## config.mk

```make
export PLATFORM = sky130hd
export DESIGN_NAME = rx_align_padder
export DESIGN_NICKNAME = d
export VERILOG_FILES = /design/src/rtl/rxpad_pkg.sv /design/src/rtl/rxpad_cfg.sv /design/src/rtl/rxpad_seq.sv /design/src/rtl/rxpad_len.sv /design/src/rtl/rx_align_padder.sv
export SDC_FILE = /design/constraint.sdc
export NUM_CORES = 1
export LEC_CHECK = 0
export ABC_AREA = 1
export CAP_MARGIN = 5
export CELL_PAD_IN_SITES_DETAIL_PLACEMENT = 1
export CELL_PAD_IN_SITES_GLOBAL_PLACEMENT = 2
export CORE_MARGIN = 5
export CORE_UTILIZATION = 35
export DETAILED_ROUTE_END_ITERATION = 8
export DONT_BUFFER_PORTS = 1
export PLACE_DENSITY_LB_ADDON = 0.08
export SETUP_SLACK_MARGIN = 0.4
export SYNTH_ARGS = -nofsm -noshare
export SYNTH_HDL_FRONTEND = slang
export SYNTH_SLANG_ARGS = --single-unit
export TNS_END_PERCENT = 50
```

## constraint.sdc

```tcl
create_clock -name clk -period 1.6 [get_ports clk]
set_input_delay 0.24 -clock clk [delete_from_list [all_inputs] [get_ports clk]]
set_output_delay 0.24 -clock clk [all_outputs]
set_load 0.01 [all_outputs]
```

## src/rtl/rxpad_pkg.sv

```systemverilog
package rxpad_pkg;

  typedef enum logic [1:0] {
    PH_OPEN = 2'd0,
    PH_FILL = 2'd1,
    PH_BODY = 2'd2
  } pad_phase_e;

  // True when filler index idx is the final one of a run of n
  function automatic logic last_fill(input int idx, input int n);
    return idx == n - 1;
  endfunction

endpackage

```

## src/rtl/rxpad_cfg.sv

```systemverilog
module rxpad_cfg (
  input  logic clk,
  input  logic rst_n,
  input  logic soft_rst,
  input  logic wr_en,
  input  logic wr_val,
  output logic align_q
);

  always_ff @(posedge clk or negedge rst_n) begin
    if (!rst_n)        align_q <= 1'b0;
    else if (soft_rst) align_q <= 1'b0;
    else if (wr_en)    align_q <= wr_val;
  end


  soft_clear_chk: assert property (@(posedge clk) disable iff (!rst_n)
    soft_rst |=> !align_q);


  wr_take_chk: assert property (@(posedge clk) disable iff (!rst_n)
    (wr_en && !soft_rst) |=> (align_q == $past(wr_val)));

endmodule

```

## src/rtl/rxpad_seq.sv

```systemverilog
module rxpad_seq
  import rxpad_pkg::*;
#(
  parameter int DATA_W = 8,
  parameter int PAD_BYTES = 2,
  parameter logic [DATA_W-1:0] FILL_BYTE = '0
) (
  input  logic              clk,
  input  logic              rst_n,
  input  logic              align_en,
  input  logic              in_valid,
  output logic              in_ready,
  input  logic [DATA_W-1:0] in_data,
  input  logic              in_sof,
  input  logic              in_eof,
  output logic              out_valid,
  input  logic              out_ready,
  output logic [DATA_W-1:0] out_data,
  output logic              out_sof,
  output logic              out_eof,
  output logic              fill_beat,
  output logic              real_fire,
  output logic              eof_fire
);

  localparam int IDX_W = (PAD_BYTES > 1) ? $clog2(PAD_BYTES) : 1;
  localparam bit HAS_FILL = (PAD_BYTES > 0);

  pad_phase_e       phase_q, phase_d;
  logic [IDX_W-1:0] idx_q, idx_d;
  logic             start_fill;
  logic             out_fire;

  always_comb begin
    start_fill = HAS_FILL && (phase_q == PH_OPEN) && in_valid && in_sof && align_en;
    fill_beat  = start_fill || (phase_q == PH_FILL);
    out_valid  = fill_beat ? 1'b1 : in_valid;
    out_data   = fill_beat ? FILL_BYTE : in_data;
    out_sof    = (phase_q == PH_OPEN) && in_sof && in_valid;
    out_eof    = fill_beat ? 1'b0 : in_eof;
    in_ready   = fill_beat ? 1'b0 : out_ready;
    out_fire   = out_valid && out_ready;
    real_fire  = out_fire && !fill_beat;
    eof_fire   = real_fire && in_eof;
  end

  always_comb begin
    phase_d = phase_q;
    idx_d   = idx_q;
    unique case (phase_q)
      PH_OPEN: begin
        if (start_fill && out_ready) begin
          if (last_fill(0, PAD_BYTES)) begin
            phase_d = PH_BODY;
          end else begin
            phase_d = PH_FILL;
            idx_d   = IDX_W'(1);
          end
        end else if (real_fire && in_sof && !in_eof) begin
          phase_d = PH_BODY;
        end
      end
      PH_FILL: begin
        if (out_ready) begin
          if (last_fill(int'(idx_q), PAD_BYTES)) begin
            phase_d = PH_BODY;
            idx_d   = '0;
          end else begin
            idx_d = idx_q + IDX_W'(1);
          end
        end
      end
      PH_BODY: begin
        if (eof_fire) phase_d = PH_OPEN;
      end
      default: phase_d = PH_OPEN;
    endcase
  end

  always_ff @(posedge clk or negedge rst_n) begin
    if (!rst_n) begin
      phase_q <= PH_OPEN;
      idx_q   <= '0;
    end else begin
      phase_q <= phase_d;
      idx_q   <= idx_d;
    end
  end


  fill_stalls_input_chk: assert property (@(posedge clk) disable iff (!rst_n)
    fill_beat |-> !in_ready);


  fill_run_chk: assert property (@(posedge clk) disable iff (!rst_n)
    (PAD_BYTES > 1 && start_fill && out_ready) |=> (fill_beat && !out_sof));


  fill_hold_chk: assert property (@(posedge clk) disable iff (!rst_n)
    (phase_q == PH_FILL && !out_ready) |=>
      (fill_beat && out_data == $past(out_data) && out_sof == $past(out_sof)));


  body_no_fill_chk: assert property (@(posedge clk) disable iff (!rst_n)
    (phase_q == PH_BODY && !eof_fire) |=> !fill_beat);

endmodule

```

## src/rtl/rxpad_len.sv

```systemverilog
module rxpad_len #(
  parameter int CNT_W = 16
) (
  input  logic             clk,
  input  logic             rst_n,
  input  logic             real_fire,
  input  logic             eof_fire,
  output logic [CNT_W-1:0] msg_len,
  output logic             msg_len_vld
);

  logic [CNT_W-1:0] cnt_q;

  function automatic logic [CNT_W-1:0] bump(input logic [CNT_W-1:0] c);
    return c + CNT_W'(1);
  endfunction

  always_ff @(posedge clk or negedge rst_n) begin
    if (!rst_n) begin
      cnt_q       <= '0;
      msg_len     <= '0;
      msg_len_vld <= 1'b0;
    end else begin
      msg_len_vld <= 1'b0;
      if (real_fire) begin
        if (eof_fire) begin
          cnt_q       <= '0;
          msg_len     <= bump(cnt_q);
          msg_len_vld <= 1'b1;
        end else begin
          cnt_q <= bump(cnt_q);
        end
      end
    end
  end


  len_after_eof_chk: assert property (@(posedge clk) disable iff (!rst_n)
    eof_fire |=> msg_len_vld);


  len_only_eof_chk: assert property (@(posedge clk) disable iff (!rst_n)
    msg_len_vld |-> $past(eof_fire));

endmodule

```

## src/rtl/rx_align_padder.sv

```systemverilog
module rx_align_padder #(
  parameter int DATA_W = 8,
  parameter int PAD_BYTES = 2,
  parameter int CNT_W = 16,
  parameter logic [DATA_W-1:0] FILL_BYTE = '0
) (
  input  logic              clk,
  input  logic              rst_n,
  input  logic              soft_rst,
  input  logic              align_wr,
  input  logic              align_wdata,
  output logic              align_q,
  input  logic              in_valid,
  output logic              in_ready,
  input  logic [DATA_W-1:0] in_data,
  input  logic              in_sof,
  input  logic              in_eof,
  output logic              out_valid,
  input  logic              out_ready,
  output logic [DATA_W-1:0] out_data,
  output logic              out_sof,
  output logic              out_eof,
  output logic [CNT_W-1:0]  msg_len,
  output logic              msg_len_vld
);

  logic fill_beat;
  logic real_fire;
  logic eof_fire;

  rxpad_cfg u_cfg (
    .clk      (clk),
    .rst_n    (rst_n),
    .soft_rst (soft_rst),
    .wr_en    (align_wr),
    .wr_val   (align_wdata),
    .align_q  (align_q)
  );

  rxpad_seq #(
    .DATA_W    (DATA_W),
    .PAD_BYTES (PAD_BYTES),
    .FILL_BYTE (FILL_BYTE)
  ) u_seq (
    .clk       (clk),
    .rst_n     (rst_n),
    .align_en  (align_q),
    .in_valid  (in_valid),
    .in_ready  (in_ready),
    .in_data   (in_data),
    .in_sof    (in_sof),
    .in_eof    (in_eof),
    .out_valid (out_valid),
    .out_ready (out_ready),
    .out_data  (out_data),
    .out_sof   (out_sof),
    .out_eof   (out_eof),
    .fill_beat (fill_beat),
    .real_fire (real_fire),
    .eof_fire  (eof_fire)
  );

  rxpad_len #(
    .CNT_W (CNT_W)
  ) u_len (
    .clk         (clk),
    .rst_n       (rst_n),
    .real_fire   (real_fire),
    .eof_fire    (eof_fire),
    .msg_len     (msg_len),
    .msg_len_vld (msg_len_vld)
  );


  no_eof_on_fill_chk: assert property (@(posedge clk) disable iff (!rst_n)
    (fill_beat && out_ready) |=> !msg_len_vld);

endmodule

```

# Yosys cells after proc, flatten, opt, wreduce, memory -nomap -nowiden
# Cells that the tools add are included.
# word_totals
wordCells	54
in_bits	17
ff_bits	37
out_inout_bits	30
# classes
eq_ne	7
mux	19
reduce_logical	20
n_addsub	2
# ops
cell	count
adder 16 x 1 -> 16 bit, second input constant	1
two-way mux 16 bit	1
logical AND 1 bit	11
two-way mux 1 bit	10
two-way mux 2 bit	5
two-way mux 8 bit	1
!= test 2 bit, second input constant	3
one-hot mux 2 bit (3 select lines)	1
AND reduction 4 bit	1
nonzero test 2 bit	2
!= test 3 bit, second input constant	1
AND reduction 3 bit	1
equality test 2 x 1 -> 1 bit, second input constant	1
equality test 2 bit, second input constant	1
logical NOT 1 bit	2
logical NOT 2 bit	1
!= test 2 x 1 -> 1 bit, second input constant	1
one-hot mux 1 bit (2 select lines)	1
AND reduction 2 bit	1
adder 1 bit, second input constant	1
logical OR 1 bit	1

# Depth between registers and ports, before layout
# Gate-level depths: netlist (run 1).
# logic_depth
ltp_word	13
mapped_depth	9

# By module
# Synthesis (run 1) repeated with hierarchy kept, for this count alone.
# hier_totals
hier_cells	253
area_unflattened_um2	1920.6
# by_module_without_submodules
module	cells_per_inst	seq_area_each_um2	area_each_um2	n_inst
rxpad_len	195	825.8	1581.5	1
rxpad_seq	52	75.1	294.0	1
rxpad_cfg	6	25.0	45.0	1

# Least setup slack after synthesis (run 1)
# No wires, ideal clock.
# synth_path
path_type	register -> output
start	register u_seq.phase_q[1]
end	output port in_ready
t_arrival_ns	1.200
stages_incl_launch_ff	6
slack_ns	0.160
cell_sequence	dfrtp_1 nor2_1 nand3_1 nand2_2 clkbuf_1 nor2_1
# synth_between
elab_chain_cells	6
word_cells_on_any_way	7
cone_classes	1 x eq/ne; 1 x mux; 5 x reduce/logical
# synth_lines
element	line	rtl
from (decl)	rxpad_seq.sv:29	pad_phase_e phase_q, phase_d;
from (signal assigned)	rxpad_seq.sv:85	phase_q <= phase_d;
logical NOT 2 bit	rxpad_seq.sv:35	start_fill = HAS_FILL && (phase_q == PH_OPEN) && in_valid && in_sof && align_en;
logical AND 1 bit (3 in series)	rxpad_seq.sv:35	
logical OR 1 bit *	rxpad_seq.sv:36	fill_beat = start_fill || (phase_q == PH_FILL);
two-way mux 1 bit *	rxpad_seq.sv:41	in_ready = fill_beat ? 1'b0 : out_ready;
to (decl)	rx_align_padder.sv:14	output logic in_ready,
# Mark *: on every way between the ends. The rest lies on a longest branch, timed or not.

# Final worst setup path (run 1)
# layout_path
start	register u_seq.phase_q[0]
end	output port out_data[5]
# layout_between
elab_chain_cells	6
word_cells_on_any_way	7
cone_classes	1 x eq/ne; 1 x mux; 5 x reduce/logical
# layout_lines
element	line	rtl
logical NOT 2 bit	rxpad_seq.sv:35	
logical AND 1 bit (3 in series)	rxpad_seq.sv:35	
logical OR 1 bit *	rxpad_seq.sv:36	
two-way mux 8 bit *	rxpad_seq.sv:38	out_data = fill_beat ? FILL_BYTE : in_data;
to (decl)	rx_align_padder.sv:20	output logic [DATA_W-1:0] out_data,
# Marked as above.

==> results of run 1 <==
final timing paths:
kind                                       start          endpoint  slack (ns)  cells after the start
worst max-delay path            u_seq.phase_q[0]       out_data[5]        0.04                      5
worst min-delay path                    align_wr     u_cfg.align_q        0.03                      1
worst max register to register  u_seq.phase_q[1]  u_len.msg_len[1]        0.07                      9
worst min register to register   u_len.cnt_q[15]   u_len.cnt_q[15]        0.51                      2
max in group asynchronous                  rst_n  u_seq.phase_q[0]        0.96                      2
min in group asynchronous                  rst_n    u_len.cnt_q[6]        0.44                      2
metal layers:
| metal | global-route usage [%] | part of all wire (%) |
|---|---|---|
| met1 | 17.9 | 44 |
| met2 | 24.9 | 51 |
| met3 | 4.46 | 4.3 |
| met4 | 4.01 | 0.81 |
| met5 | 0 | 0 |
area by class of cell:
cell class              count  area (sq um)  share of cell area, %
well taps                  70          87.6                   3.52
multi-input cells         161           986                   39.6
clock inverters             2          10.0                  0.402
repair buffers             24           283                   11.4
clock buffers               6          72.6                   2.92
inverters                  30           120                   4.83
flip-flops and latches     37           928                   37.3
synthesized netlist by cell type (2+ instances only):
cell type and instances:
sky130_fd_sc_hd__o21ai_0 12, sky130_fd_sc_hd__nor2_1 26, sky130_fd_sc_hd__buf_6 2, sky130_fd_sc_hd__o21ai_2 7, sky130_fd_sc_hd__inv_1 26, sky130_fd_sc_hd__nand2_2 2
sky130_fd_sc_hd__o22ai_1 2, sky130_fd_sc_hd__nand4_1 3, sky130_fd_sc_hd__inv_2 4, sky130_fd_sc_hd__nand2_4 2, sky130_fd_sc_hd__nand3_1 8, sky130_fd_sc_hd__xor2_1 11
sky130_fd_sc_hd__nand2_1 75, sky130_fd_sc_hd__a21oi_1 2, sky130_fd_sc_hd__dfrtp_1 37, sky130_fd_sc_hd__nor3_1 3
kinds of logic after synthesis:
kind of cell / after synthesis / share of synthesized area [%]
XOR/XNOR: 12 / 5.61
flip-flops: 37 / 49.5
AND/OR/NAND/NOR: 120 / 27.1
buffers and inverters: 33 / 7.42
adder cells (fa/ha/maj): 1 / 0.668
AO/OA/AOI/OAI: 28 / 9.69
state kept, by name, indices dropped and copies added, names as in the netlist:
| name | count |
|---|---|
| u_cfg.align_q | 1 |
| u_len.cnt_q | 16 |
| u_len.msg_len | 16 |
| u_len.msg_len_vld | 1 |
| u_seq.idx_q | 1 |
| u_seq.phase_q | 2 |
per-stage QoR:
stage | power, mW | util (%) | hold WS (ns) | cells
after global placement | 1.34 | 38.8 | -0.0545 | 301
final | 2.17 | 48.4 | 0.0303 | 330
after CTS | 2.10 | 43.1 | 0.0191 | 314
after floorplan | 1.30 | - | -0.0556 | 231
after detailed placement | 1.36 | 38.8 | -0.0545 | 301
after global routing | 2.29 | 48.4 | 0.0165 | 330
critical path, delay by kind of cell (launching register included):
kind,cells,cell delay (ns)
and+or+nand+nor,4,0.41
DFF,1,0.47
buffers and inverters,1,0.16
timing repair:
action,CTS,global route
hold endpoints to repair,38,0
buffers inserted,2,12
hold buffers,3,0
setup endpoints to repair,47,47
gates resized for setup,25,24
gates cloned,0,4
pin swaps,2,5
where the power goes:
part	switching (mW)	internal [mW]
Combinational	0.245	0.181
Sequential	0.0910	1.01
Clock	0.343	0.302
==> flow_summary.rst, run 1 <==
.. list-table::
   :header-rows: 1

   * - Metric
     - Value
   * - Outcome
     - complete, no violations
   * - Die boundary width
     - 83.1 microns
   * - Total number of clock tree sinks
     - 37
   * - Cell types occupying the most area after synthesis
     - sky130_fd_sc_hd__dfrtp_1, sky130_fd_sc_hd__nand2_1, sky130_fd_sc_hd__inv_1, sky130_fd_sc_hd__nor2_1, sky130_fd_sc_hd__xor2_1
   * - Cell variety after synth
     - 25
   * - Mean instance size in the synthesized netlist
     - 8.10 sq um
   * - Final net count
     - 277
   * - Placed cell areas
     - 1990 sq um
   * - Post-synth EDFFs
     - 0
   * - Register clock-pin slew on the reported worst setup and hold paths
     - 0.08 ns
   * - Global routing usage summed across all routing layers
     - 14.6%
   * - Detailed Place HPWL
     - ~3500 microns
   * - Clock root buffer master
     - sky130_fd_sc_hd__clkbuf_8
   * - Insertion delay of the later-clocked pin in the worst-skew pair
     - 0.29 ns
   * - Maximum fanout along the worst path
     - 5
   * - Setup ws final
     - 0.0388 ns
   * - I/O pins
     - 47
   * - Final-report hold violation count
     - 0
   * - Final setup vio count
     - 0
   * - Predominant post-synthesis flop cell
     - sky130_fd_sc_hd__dfrtp_1
   * - Max-cap violations
     - 0
   * - Final routed wire length divided by cell count
     - between 15 and 20 microns
   * - Max-slew violation count
     - 0
   * - DIE HEIGHT
     - 83.1 microns
   * - Cell area after synthesis
     - roughly 1900 sq um
   * - RSZ-0062 raised after global routing
     - yes
   * - Area inside the core boundary
     - between 5000 and 6000 sq um
   * - Fraction of post-synthesis cell area in the top cell type by area
     - approximately half
   * - Gate count of the mapped netlist
     - 231
   * - Slowest cell on the critical path
     - sky130_fd_sc_hd__dfrtp_2
   * - Iter 0 DRT Violations
     - 58
   * - Filler cell count
     - 633
   * - Critical path's largest stage delay
     - 0.47 ns
   * - Number of antenna violations at the first check in global routing
     - 0
   * - Kind of end point of the critical path
     - output pin
   * - Fraction of layout cells with a size suffix above 1
     - 29.6%
   * - Worst slew slack as a fraction of its limit
     - 81.8%
   * - Minimum setup slack after placement
     - -0.0119 ns
   * - Required time of the critical path
     - between 1 and 1.5 ns
   * - Nature of the critical path startpoint
     - register
   * - Most frequent cells in the layout
     - sky130_fd_sc_hd__nand2_1, sky130_fd_sc_hd__dfrtp_1, sky130_fd_sc_hd__inv_1, sky130_fd_sc_hd__buf_4, sky130_fd_sc_hd__nor2_1
   * - DRC Markers
     - 0
   * - Number of register bits inferred by synthesis
     - 37
   * - Static leakage
     - 1.19 nW
   * - CP arrival
     - approximately 1.3 ns
   * - Max VDD drop
     - 361 uV
   * - Detail Route Antenna Nets
     - 0
   * - Area growth from synthesis to final layout
     - 32.9%
   * - First-pass GRT wire length
     - 8310 microns
   * - Vias after detailed routing
     - 1608
   * - Largest clock skew in the final design
     - 0.00955 ns
   * - CTS tree
     - done
   * - Die Outline Area
     - 6910 sq um
   * - Slew @ Worst Pin
     - 0.271 ns
   * - Area of all placed cells without fillers
     - 2490 sq um
   * - Post-DR vias/cell
     - 4.87
   * - Count of yosys warnings during synthesis
     - 0
   * - Sequential element share of the synthesized area
     - between 40% and 50%
   * - Bufs on Longest Clock Path
     - 2
   * - Synthesized net count
     - 249
   * - Number of global-route vias before repair
     - 1681
   * - Starting utilization of the core area
     - a little over a third
   * - Pin count of the biggest net entering global routing
     - 38
   * - Num CTS Buffers
     - 5
   * - Fmax achieved
     - 641 MHz
   * - Gr ovfl total
     - 0
   * - Total of buffers placed on input and output ports
     - 0
   * - Routability Congestion
     - 0.808
   * - Library cell with the largest summed area after synthesis
     - sky130_fd_sc_hd__dfrtp_1
   * - Placement Rows
     - 26
   * - Hold WC Path Type
     - input pin to register
   * - ANT cells
     - 0
   * - Power per standard cell area
     - 871 nW/um^2
   * - Setup TNS after final layout
     - 0 ns
   * - H-tree depth
     - 2
   * - Wirelength, routed
     - 5400 microns
   * - Cell-by-cell listing of the critical path
     - nor2_4, nand3_4, nand2_4, clkbuf_16, nor2_2
   * - Time the worst path needs with I/O delays and setup
     - 1.56 ns
   * - Fin crit share
     - 97.6%
   * - Pre-Repair DR Iteration Count
     - 4
   * - Commonest non-fill, non-tap cell in the layout
     - sky130_fd_sc_hd__nand2_1
   * - Path type of the worst setup path
     - register to output pin
   * - Ys async rst share
     - 100%
(Power assumes the default switching activity.)
==> inputs of run 2 (changes only) <==
- PLACE_DENSITY: not set -> 0.74
- PLACE_DENSITY_LB_ADDON: 0.08 -> not set
==> run 2 against run 1 <==
Hold slack gained 0.0094 ns. Utilization decreased by 0.80 points. Cell count decreased by 1.2%. Combinational power barely moved. Clock skew is 0.0018 ns lower. Clock power is 2% lower. Maximum frequency grew 1.1%. Critical endpoint is now in_ready. Global-route usage is essentially flat.
==> flow_summary.rst, run 2 (same netlist as run 1, synthesis figures left out) <==
.. list-table::
   :header-rows: 1

   * - Metric
     - Value
   * - Outcome
     - complete, no violations (unchanged)
   * - Placement Rows
     - 26 (unchanged)
   * - CP arrival
     - 1.30 ns (was 1.32 ns)
   * - Top Registers
     - u_len.cnt_q x16, u_len.msg_len x16, u_seq.phase_q x2 (unchanged)
   * - Final net count
     - 273 (was 277)
   * - Detailed Place HPWL
     - 3400 microns (was 3510 microns)
   * - Area of all placed cells without fillers
     - 2450 sq um (was 2490 sq um)
   * - Bufs on Longest Clock Path
     - 2 (unchanged)
   * - Switching Fraction
     - 30.2% (was 31.3%)
   * - Die Outline Area
     - 6910 sq um (unchanged)
   * - Fmax achieved
     - 647 MHz (was 641 MHz)
   * - Insertion delay of the later-clocked pin in the worst-skew pair
     - 0.29 ns (about the same)
   * - Routability Congestion
     - 0.722 (was 0.808)
   * - Setup ws final
     - 0.0551 ns (was 0.0388 ns)
   * - Hold path cells
     - 1 (unchanged)
   * - H-tree depth
     - 2 (unchanged)
   * - Final setup vio count
     - 0 (unchanged)
   * - DRC Markers
     - 0 (unchanged)
   * - Pre-Repair DR Iteration Count
     - 4 (unchanged)
   * - Total number of clock tree sinks
     - 37 (unchanged)
   * - Total internal power
     - 1.50 mW (was 1.49 mW)
   * - Reg2reg path depth
     - 10 (was 9)
   * - Commonest non-fill, non-tap cell in the layout
     - sky130_fd_sc_hd__nand2_1 (unchanged)
   * - Slew @ Worst Pin
     - 0.314 ns (was 0.271 ns)
   * - Storage cell area
     - 928 sq um (unchanged)
   * - Post-DR vias/cell
     - 4.79 (was 4.87)
   * - RSZ-0062 raised after global routing
     - yes (unchanged)
   * - Final routed wire length divided by cell count
     - 14.9 microns (was 16.4 microns)
   * - Most frequent cells in the layout
     - sky130_fd_sc_hd__nand2_1, sky130_fd_sc_hd__dfrtp_1, sky130_fd_sc_hd__inv_1, sky130_fd_sc_hd__nor2_2, sky130_fd_sc_hd__nor2_1 (was sky130_fd_sc_hd__nand2_1, sky130_fd_sc_hd__dfrtp_1, sky130_fd_sc_hd__inv_1, sky130_fd_sc_hd__buf_4, sky130_fd_sc_hd__nor2_1)
   * - Area growth from synthesis to final layout
     - 30.7% (was 32.9%)
   * - CTS tree
     - done (unchanged)
   * - Final core area utilization
     - 47.6% (was 48.4%)
   * - Starting utilization of the core area
     - 36.4% (unchanged)
   * - DIE HEIGHT
     - 83.1 microns (unchanged)
   * - Net switching component of the power
     - 0.651 mW (was 0.679 mW)
   * - Max-cap violations
     - 0 (unchanged)
   * - Placed cell areas
     - 2000 sq um (was 1990 sq um)
   * - Slowest cell on the critical path
     - sky130_fd_sc_hd__dfrtp_2 (unchanged)
   * - Largest clock skew in the final design
     - 0.00779 ns (was 0.00955 ns)
   * - Register clock-pin slew on the reported worst setup and hold paths
     - 0.08 ns (about the same)
   * - Time the worst path needs with I/O delays and setup
     - 1.54 ns (was 1.56 ns)
   * - Wirelength, routed
     - 4870 microns (was 5400 microns)
   * - Combined area of the multi-input logic cells
     - 963 sq um (was 986 sq um)
   * - Global routing usage summed across all routing layers
     - 14.7% (was 14.6%)
   * - Nature of the critical path startpoint
     - register (unchanged)
   * - Detail Route Antenna Nets
     - 0 (unchanged)
   * - Portion of total power attributed to sequential cells
     - 50.9% (was 50.6%)
   * - Max-slew violation count
     - 0 (unchanged)
   * - Placed insts
     - 302 (was 301)
   * - Max VDD drop
     - 404 uV (was 361 uV)
   * - Worst hold-check slack
     - 0.0397 ns (was 0.0303 ns)
   * - Power, Total
     - 2.16 mW (was 2.17 mW)
   * - Iter 0 DRT Violations
     - 53 (was 58)
   * - Kind of end point of the critical path
     - output pin (unchanged)
   * - Setup TNS after final layout
     - 0 ns (unchanged)
   * - Cell-by-cell listing of the critical path
     - nor2_4, nand3_2, nand2_4, clkbuf_16, nor2_2 (was nor2_4, nand3_4, nand2_4, clkbuf_16, nor2_2)
   * - Fraction of layout cells with a size suffix above 1
     - 27.7% (was 29.6%)
   * - ANT cells
     - 0 (unchanged)
   * - Filler cell count
     - 630 (was 633)
   * - Final standard cell count with taps included and fillers excluded
     - 326 (was 330)
   * - Pin count of the biggest net entering global routing
     - 38 (unchanged)
   * - I/O pins
     - 47 (unchanged)
   * - First-pass GRT wire length
     - 8230 microns (was 8310 microns)
   * - Total of buffers placed on input and output ports
     - 0 (unchanged)
   * - Number of antenna violations at the first check in global routing
     - 0 (unchanged)
   * - Hold WC Path Type
     - input pin to register (unchanged)
   * - Maximum fanout along the worst path
     - 5 (unchanged)
   * - Vias after detailed routing
     - 1560 (was 1608)
   * - Static leakage
     - 1.15 nW (was 1.19 nW)
   * - Area inside the core boundary
     - 5140 sq um (unchanged)
   * - Worst slew slack as a fraction of its limit
     - 79.0% (was 81.8%)
   * - Num CTS Buffers
     - 5 (unchanged)
   * - Required time of the critical path
     - 1.36 ns (about the same)
   * - Clock root buffer master
     - sky130_fd_sc_hd__clkbuf_8 (unchanged)
   * - Die boundary width
     - 83.1 microns (unchanged)
   * - Fin crit share
     - 96.6% (was 97.6%)
   * - Minimum setup slack after placement
     - 0.0594 ns (was -0.0119 ns)
   * - Power per standard cell area
     - 881 nW/um^2 (was 871 nW/um^2)
   * - Path type of the worst setup path
     - register to output pin (unchanged)
   * - Number of global-route vias before repair
     - 1720 (was 1681)
   * - Clk network pwr share
     - 29.2% (was 29.8%)
   * - Final-report hold violation count
     - 0 (unchanged)
   * - Part of the total power dissipated in combinational logic
     - 19.9% (was 19.6%)
   * - Gr ovfl total
     - 0 (unchanged)
   * - Critical path's largest stage delay
     - 0.46 ns (was 0.47 ns)
## run 2: what timing repair did
| action | in CTS | in global routing |
|---|---|---|
| pin swaps | 6 | 4 |
| endpoints found under the setup margin | 46 | 47 |
| setup buffers | 7 | 2 |
| gates cloned | 3 | 1 |
| hold buffers | 2 | 1 |
| gates resized for setup | 30 | 23 |
| endpoints found under the hold margin | 37 | 1 |
## run 2: worst max-delay path: cells and delay by family, from the launching register on
family	cells	cell delay, ns
and+or+nand+nor	4	0.40
DFF	1	0.46
buffers and inverters	1	0.15
## run 2: final cells by class
cell class | instances | area share, %
timing repair buffer | 19 | 10.4
multi-input combinational | 162 | 39.4
inverter | 30 | 5.32
tap | 70 | 3.58
clock inverter | 2 | 0.409
sequential | 37 | 38.0
clock buffer | 6 | 2.97
## run 2: power groups by stage
stage	clock network [mW]	logic, mW	registers, mW
finish	0.630	0.428	1.10
detailed placement	0	0.275	1.09
floorplan	0	0.211	1.08
CTS	0.661	0.394	1.09
global placement	0	0.273	1.09
global route	0.707	0.478	1.11
## run 2: final timing paths
check	end	slack [ns]	from
max	in_ready	0.06	u_seq.phase_q[1]
min	u_cfg.align_q	0.04	align_wr
max reg2reg	u_len.cnt_q[8]	0.08	u_seq.phase_q[1]
min reg2reg	u_len.cnt_q[15]	0.53	u_len.cnt_q[15]
max in group asynchronous	u_seq.phase_q[0]	0.98	rst_n
min in group asynchronous	u_len.msg_len[5]	0.40	rst_n
## run 2: metal layers
metal	track usage, %	wire [microns]	up-vias	share of wire [%]
li1	-	-	768	-
met1	17.5	2190	741	45
met2	24.6	2300	45	47
met3	5.45	309	6	6.3
met4	4.46	68	0	1.4
met5	0	0	-	0
==> inputs of run 3 (changes only) <==
- CTS_BUF_LIST: not set -> sky130_fd_sc_hd__clkbuf_8 sky130_fd_sc_hd__clkbuf_16
==> run 3 against run 2 <==
Cell area unchanged. Hold slack about the same. Clock power down 1%. Count of clock-buffer cells in the layout down 1. First-iteration DRC count unchanged. Critical path depth unchanged. Combinational power about the same. Maximum frequency about the same. Cell count unchanged. Setup slack about the same. Sequential power about the same. Utilization unchanged. Largest cell class unchanged. Highest routed layer unchanged.
==> flow_summary.rst, run 3 (same netlist as run 1, synthesis figures left out) <==
.. list-table::
   :header-rows: 1

   * - Metric
     - Value
   * - CP arrival
     - 1.30 ns (about the same)
   * - Post-DR vias/cell
     - 4.79 (about the same)
   * - Met1 Use GR
     - 17.5% (unchanged)
   * - Hold WC Path Type
     - input pin to register (unchanged)
   * - Source of the worst register-to-register timing path
     - u_seq.phase_q[1] (unchanged)
   * - Busiest metal layer after global routing
     - met2 (unchanged)
   * - Die boundary width
     - 83.1 microns (unchanged)
   * - Met3 Use GR
     - 5.45% (unchanged)
   * - ANT cells
     - 0 (unchanged)
   * - Area of all placed cells without fillers
     - 2450 sq um (unchanged)
   * - Setup ws final
     - 0.0552 ns (was 0.0551 ns)
   * - Final routed wire length divided by cell count
     - 14.9 microns (about the same)
   * - DIE HEIGHT
     - 83.1 microns (unchanged)
   * - Number of global-route vias before repair
     - 1720 (unchanged)
   * - Detailed Place HPWL
     - 3400 microns (unchanged)
   * - I/O pins
     - 47 (unchanged)
   * - Global routing usage summed across all routing layers
     - 14.7% (unchanged)
   * - Slowest cell on the critical path
     - sky130_fd_sc_hd__dfrtp_2 (unchanged)
   * - Critical Path Source
     - u_seq.phase_q[1] (unchanged)
   * - H-tree depth
     - 2 (unchanged)
   * - Pin count of the biggest net entering global routing
     - 38 (unchanged)
   * - Vias after detailed routing
     - 1562 (was 1560)
   * - Final net count
     - 273 (unchanged)
   * - Clock root buffer master
     - sky130_fd_sc_hd__clkbuf_8 (unchanged)
   * - DRC Markers
     - 0 (unchanged)
   * - Power per standard cell area
     - 878 nW/um^2 (was 881 nW/um^2)
   * - Final-report hold violation count
     - 0 (unchanged)
   * - Number of antenna violations at the first check in global routing
     - 0 (unchanged)
   * - Setup TNS after final layout
     - 0 ns (unchanged)
   * - Fin crit share
     - 96.5% (was 96.6%)
   * - Pre-Repair DR Iteration Count
     - 4 (unchanged)
   * - RSZ-0062 raised after global routing
     - yes (unchanged)
   * - Final setup vio count
     - 0 (unchanged)
   * - Gr ovfl total
     - 0 (unchanged)
   * - Storage cell area
     - 928 sq um (unchanged)
   * - Worst slew slack as a fraction of its limit
     - 79.0% (unchanged)
   * - R2r endpoint
     - u_len.cnt_q[8] (unchanged)
   * - Total of buffers placed on input and output ports
     - 0 (unchanged)
   * - Area growth from synthesis to final layout
     - 30.7% (unchanged)
   * - Hold path cells
     - 1 (unchanged)
   * - Detail Route Antenna Nets
     - 0 (unchanged)
   * - Wirelength, routed
     - 4860 microns (was 4870 microns)
   * - Register-to-register setup slack
     - 0.08 ns (about the same)
   * - Placed cell areas
     - 2000 sq um (unchanged)
   * - Largest clock skew in the final design
     - 0.00752 ns (was 0.00779 ns)
   * - Top Registers
     - u_len.cnt_q x16, u_len.msg_len x16, u_seq.phase_q x2 (unchanged)
   * - Time the worst path needs with I/O delays and setup
     - 1.54 ns (about the same)
   * - Routability Congestion
     - 0.722 (unchanged)
   * - Register clock-pin slew on the reported worst setup and hold paths
     - 0.08 ns (about the same)
   * - Outcome
     - complete, no violations (unchanged)
   * - Slew @ Worst Pin
     - 0.314 ns (unchanged)
   * - Most frequent cells in the layout
     - sky130_fd_sc_hd__nand2_1, sky130_fd_sc_hd__dfrtp_1, sky130_fd_sc_hd__inv_1, sky130_fd_sc_hd__nor2_2, sky130_fd_sc_hd__nor2_1 (unchanged)
   * - Cell-by-cell listing of the critical path
     - nor2_4, nand3_2, nand2_4, clkbuf_16, nor2_2 (unchanged)
   * - Total number of clock tree sinks
     - 37 (unchanged)
   * - Reg2reg path depth
     - 10 (unchanged)
   * - Max-slew violation count
     - 0 (unchanged)
   * - Minimum setup slack after placement
     - 0.0594 ns (unchanged)
   * - Fraction of layout cells with a size suffix above 1
     - 27.7% (unchanged)
   * - Die Outline Area
     - 6910 sq um (unchanged)
   * - Fmax achieved
     - 647 MHz (about the same)
   * - Hold Startpoint
     - align_wr (unchanged)
   * - Commonest non-fill, non-tap cell in the layout
     - sky130_fd_sc_hd__nand2_1 (unchanged)
   * - Nature of the critical path startpoint
     - register (unchanged)
   * - Maximum fanout along the worst path
     - 5 (unchanged)
   * - Max-cap violations
     - 0 (unchanged)
   * - Hold worst-path end
     - u_cfg.align_q (unchanged)
   * - Max VDD drop
     - 404 uV (unchanged)
   * - Path type of the worst setup path
     - register to output pin (unchanged)
   * - Bufs on Longest Clock Path
     - 2 (unchanged)
   * - Static leakage
     - 1.15 nW (about the same)
   * - First-pass GRT wire length
     - 8230 microns (unchanged)
   * - Kind of end point of the critical path
     - output pin (unchanged)
   * - Required time of the critical path
     - 1.36 ns (about the same)
   * - Insertion delay of the later-clocked pin in the worst-skew pair
     - 0.29 ns (about the same)
   * - Power, Total
     - 2.15 mW (was 2.16 mW)
   * - Worst hold-check slack
     - 0.0398 ns (was 0.0397 ns)
   * - Met2 Use GR
     - 24.6% (unchanged)
   * - Num CTS Buffers
     - 5 (unchanged)
   * - Iter 0 DRT Violations
     - 53 (unchanged)
   * - Area inside the core boundary
     - 5140 sq um (unchanged)
   * - Combined area of the multi-input logic cells
     - 963 sq um (unchanged)
   * - Critical path's largest stage delay
     - 0.46 ns (about the same)
   * - Placement Rows
     - 26 (unchanged)
   * - Starting utilization of the core area
     - 36.4% (unchanged)
   * - Filler cell count
     - 630 (unchanged)
   * - CTS tree
     - done (unchanged)
run 3: where the power goes:
group          internal, mW  switching, mW
clock network         0.295          0.327
registers              1.01         0.0924
logic                 0.198          0.230
run 3: repair_timing:
item	CTS	global route
setup buffers	7	2
hold buffers	2	1
resized for setup	30	23
hold endpoints to repair	37	1
setup endpoints to repair	46	47
pin swaps	6	4
cloned	3	1
run 3: worst max-delay path by stage:
stage	to	slack (ns)	cells past startpoint
global placement	u_len.msg_len[6]	0.09	8
detailed placement	u_seq.phase_q[1]	0.06	8
finish	in_ready	0.06	5
CTS	out_data[0]	0.07	5
floorplan	u_len.msg_len[7]	0.25	8
global route	in_ready	-0.009	5
run 3: through the flow:
stage / instances / utilization (%)
5_1_grt: 326 / 47.6
3_5_place_dp: 302 / 38.9
2_1_floorplan: 231 / -
6_report: 326 / 47.6
3_3_place_gp: 302 / 38.9
4_1_cts: 322 / 45.5
run 3: final cells by class:
cell class	count	share of cell area (%)
Clock buffer	5	2.81
Sequential cell	37	38.0
Timing Repair Buffer	19	10.4
Clock inverter	3	0.563
Tap cell	70	3.58
Inverter	30	5.32
Multi-Input combinational cell	162	39.4
run 3: layer usage:
| metal | routed length [microns] | part of all wire [%] |
|---|---|---|
| met2 | 2300 | 47 |
| met4 | 68 | 1.4 |
| met3 | 308 | 6.3 |
| met1 | 2180 | 45 |
| met5 | 0 | 0 |
run 3: critical path: cells and delay by family (launching register included):
kind,cells,cell delay [ns]
flip-flops,1,0.46
AND/OR/NAND/NOR,4,0.40
buffers and inverters,1,0.15
